## src/rtl/booth_seq_mult.sv

```systemverilog
module booth_seq_mult #(
  parameter int W = 32
) (
  input  logic           clk,
  input  logic           rst_n,
  input  logic           start,
  input  logic [W-1:0]   mcand_i,
  input  logic [W-1:0]   mplier_i,
  output logic           done_o,
  output logic [2*W-1:0] product_o
);
  localparam int CW = $clog2(W) + 1;

  logic [W:0]    acc;
  logic [W-1:0]  low;
  logic          guard;
  logic [W-1:0]  mcand_q;
  logic [CW-1:0] step_cnt;
  logic          busy;

  logic [1:0] pair;
  logic       do_op, do_sub;
  logic [W:0] mc_ext, operand, acc_next;

  assign pair     = {low[0], guard};
  assign do_op    = pair[1] ^ pair[0];
  assign do_sub   = pair[1];
  assign mc_ext   = {mcand_q[W-1], mcand_q};
  assign operand  = do_sub ? ~mc_ext : mc_ext;
  assign acc_next = do_op ? (acc + operand + {{W{1'b0}}, do_sub}) : acc;

  wire accept = start && !busy;
  wire last   = busy && (step_cnt == CW'(W - 1));

  always_ff @(posedge clk or negedge rst_n) begin
    if (!rst_n) begin
      acc      <= '0;
      low      <= '0;
      guard    <= 1'b0;
      mcand_q  <= '0;
      step_cnt <= '0;
      busy     <= 1'b0;
      done_o   <= 1'b0;
    end else if (accept) begin
      acc      <= '0;
      low      <= mplier_i;
      guard    <= 1'b0;
      mcand_q  <= mcand_i;
      step_cnt <= '0;
      busy     <= 1'b1;
      done_o   <= 1'b0;
    end else if (busy) begin
      acc      <= {acc_next[W], acc_next[W:1]};
      low      <= {acc_next[0], low[W-1:1]};
      guard    <= low[0];
      step_cnt <= step_cnt + 1'b1;
      if (last) begin
        busy   <= 1'b0;
        done_o <= 1'b1;
      end
    end
  end

  assign product_o = {acc[W-1:0], low};

  assert_done_clears_R2: assert property (@(posedge clk) disable iff (!rst_n)
    (start && !busy) |=> !done_o);

  assert_no_done_while_busy_R3: assert property (@(posedge clk) disable iff (!rst_n)
    !(done_o && busy));

  assert_step_bound_R3: assert property (@(posedge clk) disable iff (!rst_n)
    busy |-> (step_cnt < CW'(W)));

  assert_finish_sets_done_R3: assert property (@(posedge clk) disable iff (!rst_n)
    $fell(busy) |-> done_o);

  assert_late_start_ignored_R8: assert property (@(posedge clk) disable iff (!rst_n)
    (busy && start) |=> $stable(mcand_q));

  assert_hold_result_R9: assert property (@(posedge clk) disable iff (!rst_n)
    (done_o && !start) |=> (done_o && $stable(product_o)));

  assert_skip_pair_R5: assert property (@(posedge clk) disable iff (!rst_n)
    (busy && !start && (low[0] == guard)) |=> (low[W-1] == $past(acc[0])) && (acc[W-1:0] == $past(acc[W:1])));
endmodule

```

## config.mk

```make
export PLATFORM = sky130hd
export DESIGN_NAME = booth_seq_mult
export DESIGN_NICKNAME = d
export VERILOG_FILES = /design/src/rtl/booth_seq_mult.sv
export SDC_FILE = /design/constraint.sdc
export NUM_CORES = 1
export LEC_CHECK = 0
export BUFFER_PORTS_ARGS = -buffer_cell sky130_fd_sc_hd__buf_4
export CORE_ASPECT_RATIO = 1.75
export CORE_MARGIN = 10
export CORE_UTILIZATION = 46
export DETAILED_ROUTE_END_ITERATION = 8
export PLACE_DENSITY_LB_ADDON = 0.3
export SLEW_MARGIN = 20
export SYNTH_ARGS = -nofsm -noshare
export SYNTH_HDL_FRONTEND = slang
export SYNTH_SLANG_ARGS = --single-unit
```

## constraint.sdc

```tcl
create_clock -name clk -period 6.3 [get_ports clk]
set_clock_uncertainty 0.15 [all_clocks]
set_input_delay 0.63 -clock clk [delete_from_list [all_inputs] [get_ports clk]]
set_output_delay 0.63 -clock clk [all_outputs]
set_load 0.02 [all_outputs]
```

==> run summary <==
Outcome -> finished clean
Post-synth ARST share -> 100.0%
Clock root cell -> clkbuf_16
Max-slew violations -> 0
CP max stage delay -> 0.73 ns
Final #Nets -> 938
Slowest CP cell -> dfrtp_2
Antenna diodes -> 0
FF-to-FF Start -> low[0]$_DFFE_PN0P_
Clock transition at the registers of the reported paths -> 0.08 ns
Flops & latches, synth -> 105
Clk_lat worst skew -> 0.35 ns
R2R Setup Slk -> 2.64 ns
Initial antenna violation count -> 0
Synth Warn # -> 0
Antenna Nets Post-Route -> 0
RR Endpoint -> acc[27]$_DFFE_PN0P_
Relative slew slack -> 38.37%
Layout Cells excl Fill -> 1019
Cell Rows -> 57
Largest net degree at the start of global routing -> 73
Crit Path Class -> flip-flop to flip-flop
Arrival @ worst endpoint -> 3.75 ns
Cts bufs inserted -> 9
Setup-failing EPs final -> 0
Setup bufs post-CTS -> 0
Required @ worst endpoint -> 6.39 ns
CTS max path bufs -> 2
Synth area leader -> dfrtp_1
CTS tree -> built
Area Overhead vs Synth -> 21.79%
RSZ-0062 raised after global routing -> no
Worst Tran Pin Value -> 0.9244 ns
Cell variety after synth -> 57
DRC Markers -> 0
I/O pins -> 132
Post_cts resized -> 0
Vias per cell -> 5.521
Worst setup EP type -> flip-flop
TritonRoute pass-1 iters -> 4
Synth Flop Type -> dfrtp_1
HPWL Detailed -> 13540 um
Reg2reg path depth -> 11
Share of the synthesized area in the top cell type -> 40.63%
Core box area -> 13840 um^2
Count leader, synth -> nand2_1
Vias in the first global route -> 5967
DIE WIDTH -> 109.6 um
CTS Hold Bufs -> 0
Iteration-0 DRC Markers -> 268
Mean area per synthesized cell -> 8.858 um^2
Global-route wire length before repair -> 29420 um
Die area -> 19390 um^2
Clock Sinks -> 105
Synthesized area -> 6466 um^2
Placed Cells -> 1003
Setup TNS -> 0 ns
Cell Area, Placed -> 7564 um^2
EDFF count, synth -> 0
Gate Count Post-Synth -> 730
Area contributors post-synth -> dfrtp_1, nand2_1, ha_1
Max frequency -> 273.3 MHz
Global route overflow -> 0
WL/cell -> 17.65 um
Hold Fails Final Rpt -> 0
Final worst path period need -> 3.658 ns
Crit-path cells -> buf_4, xor2_1, ha_1, a21o_1, a21o_1, a21oi_1, or4b_1, o21ai_1, xor2_1, a21oi_1, a22o_1
Fin area -> 7875 um^2
Tcrit/Tclk final -> 58.07%
Routability cong. -> 0.9634
Commonest cells post-synth -> nand2_1, dfrtp_1, o21ai_0, xor2_1, a21oi_1
Gr usage total -> 18.87%
Worst setup SP type -> flip-flop
Layout cells sized above 1 -> 20.43%
Fill count -> 1333
DR vias -> 5626
Die H -> 176.8 um
Max-Cap Viols -> 0
# port buffers -> 131
CTS H-tree depth -> 3
Initial Util -> 46.74%
Class of the worst hold path -> input port to async pin
Synth Net Count -> 831
Sequential area share after synthesis -> 40.63%
Critical-path maximum fanout -> 21
WL final -> 17990 um
[metrics by stage]
stage               hold slack (ns)  util [%]  setup WS (ns)
finish                      0.06164     56.92          2.642
global route                0.08674     56.92          2.492
CTS                         0.08045     56.92          2.672
detailed placement           0.3170     54.67          2.692
global placement             0.3163     54.67          2.749
floorplan                    0.1844         -          3.009
[routing by layer]
layer	GRT usage, %	vias to the layer above	wire (um)
met2	34.18	163	9540
li1	-	2778	-
met5	0	-	0
met4	7.298	0	518
met1	19.94	2651	6757
met3	5.033	34	1171
[cells in the final DEF, fill, tap and decap left out, types with 5 or more instances in the layout]
cell,instances
nand4_1,9
nor3_1,8
a21oi_1,41
nand3_1,12
nor2_1,19
mux2i_1,33
inv_1,7
nand2_1,179
dfrtp_1,103
xor2_1,46
a22o_1,6
o31ai_1,5
a22oi_1,18
o21ai_0,69
o21ai_1,8
a21o_1,12
ha_1,33
xnor2_1,16
o211ai_1,6
a21oi_2,5
clkbuf_16,9
buf_4,138
[how the worst max path moves through the flow]
stage,startpoint,to
after global routing,low[0]$_DFFE_PN0P_,acc[27]$_DFFE_PN0P_
after detailed placement,low[0]$_DFFE_PN0P_,acc[27]$_DFFE_PN0P_
after floorplan,low[0]$_DFFE_PN0P_,acc[27]$_DFFE_PN0P_
after CTS,low[0]$_DFFE_PN0P_,acc[27]$_DFFE_PN0P_
final,low[0]$_DFFE_PN0P_,acc[27]$_DFFE_PN0P_
after global placement,low[0]$_DFFE_PN0P_,acc[27]$_DFFE_PN0P_
[state kept, by name (all words and copies together), names as in the netlist]
signal / count
step_cnt: 6
mcand_q: 32
acc: 32
low: 32
busy: 1
guard: 1
done_o: 1
[logic make-up after synthesis]
logic type | share of synthesized area, %
fa+ha+maj | 6.695
xor+xnor | 8.398
compound gates | 19.60
mux | 5.727
simple gates | 15.94
buf+inv | 2.999
flops | 40.63
[final cells by class]
| type | instances | area (um^2) | area share (%) |
|---|---|---|---|
| inverter | 7 | 26.28 | 0.3337 |
| tap | 177 | 221.5 | 2.812 |
| multi-input combinational | 576 | 3650 | 46.35 |
| clock inverter | 7 | 86.33 | 1.096 |
| sequential | 105 | 2630 | 33.40 |
| timing repair buffer | 138 | 1036 | 13.16 |
| clock buffer | 9 | 225.2 | 2.860 |
[worst max-delay path: cells and delay by family (launching register included)]
kind	cells	cell delay (ns)
flip-flops	1	0.73
AND/OR/NAND/NOR	1	0.46
adder cells (fa/ha/maj)	1	0.34
XOR/XNOR	2	0.38
buffers and inverters	1	0.39
AO/OA/AOI/OAI	6	1.08
Power is left out: the tool's default activity adds up to more than one toggle a clock period on the data nets, which glitch-free logic cannot reach.
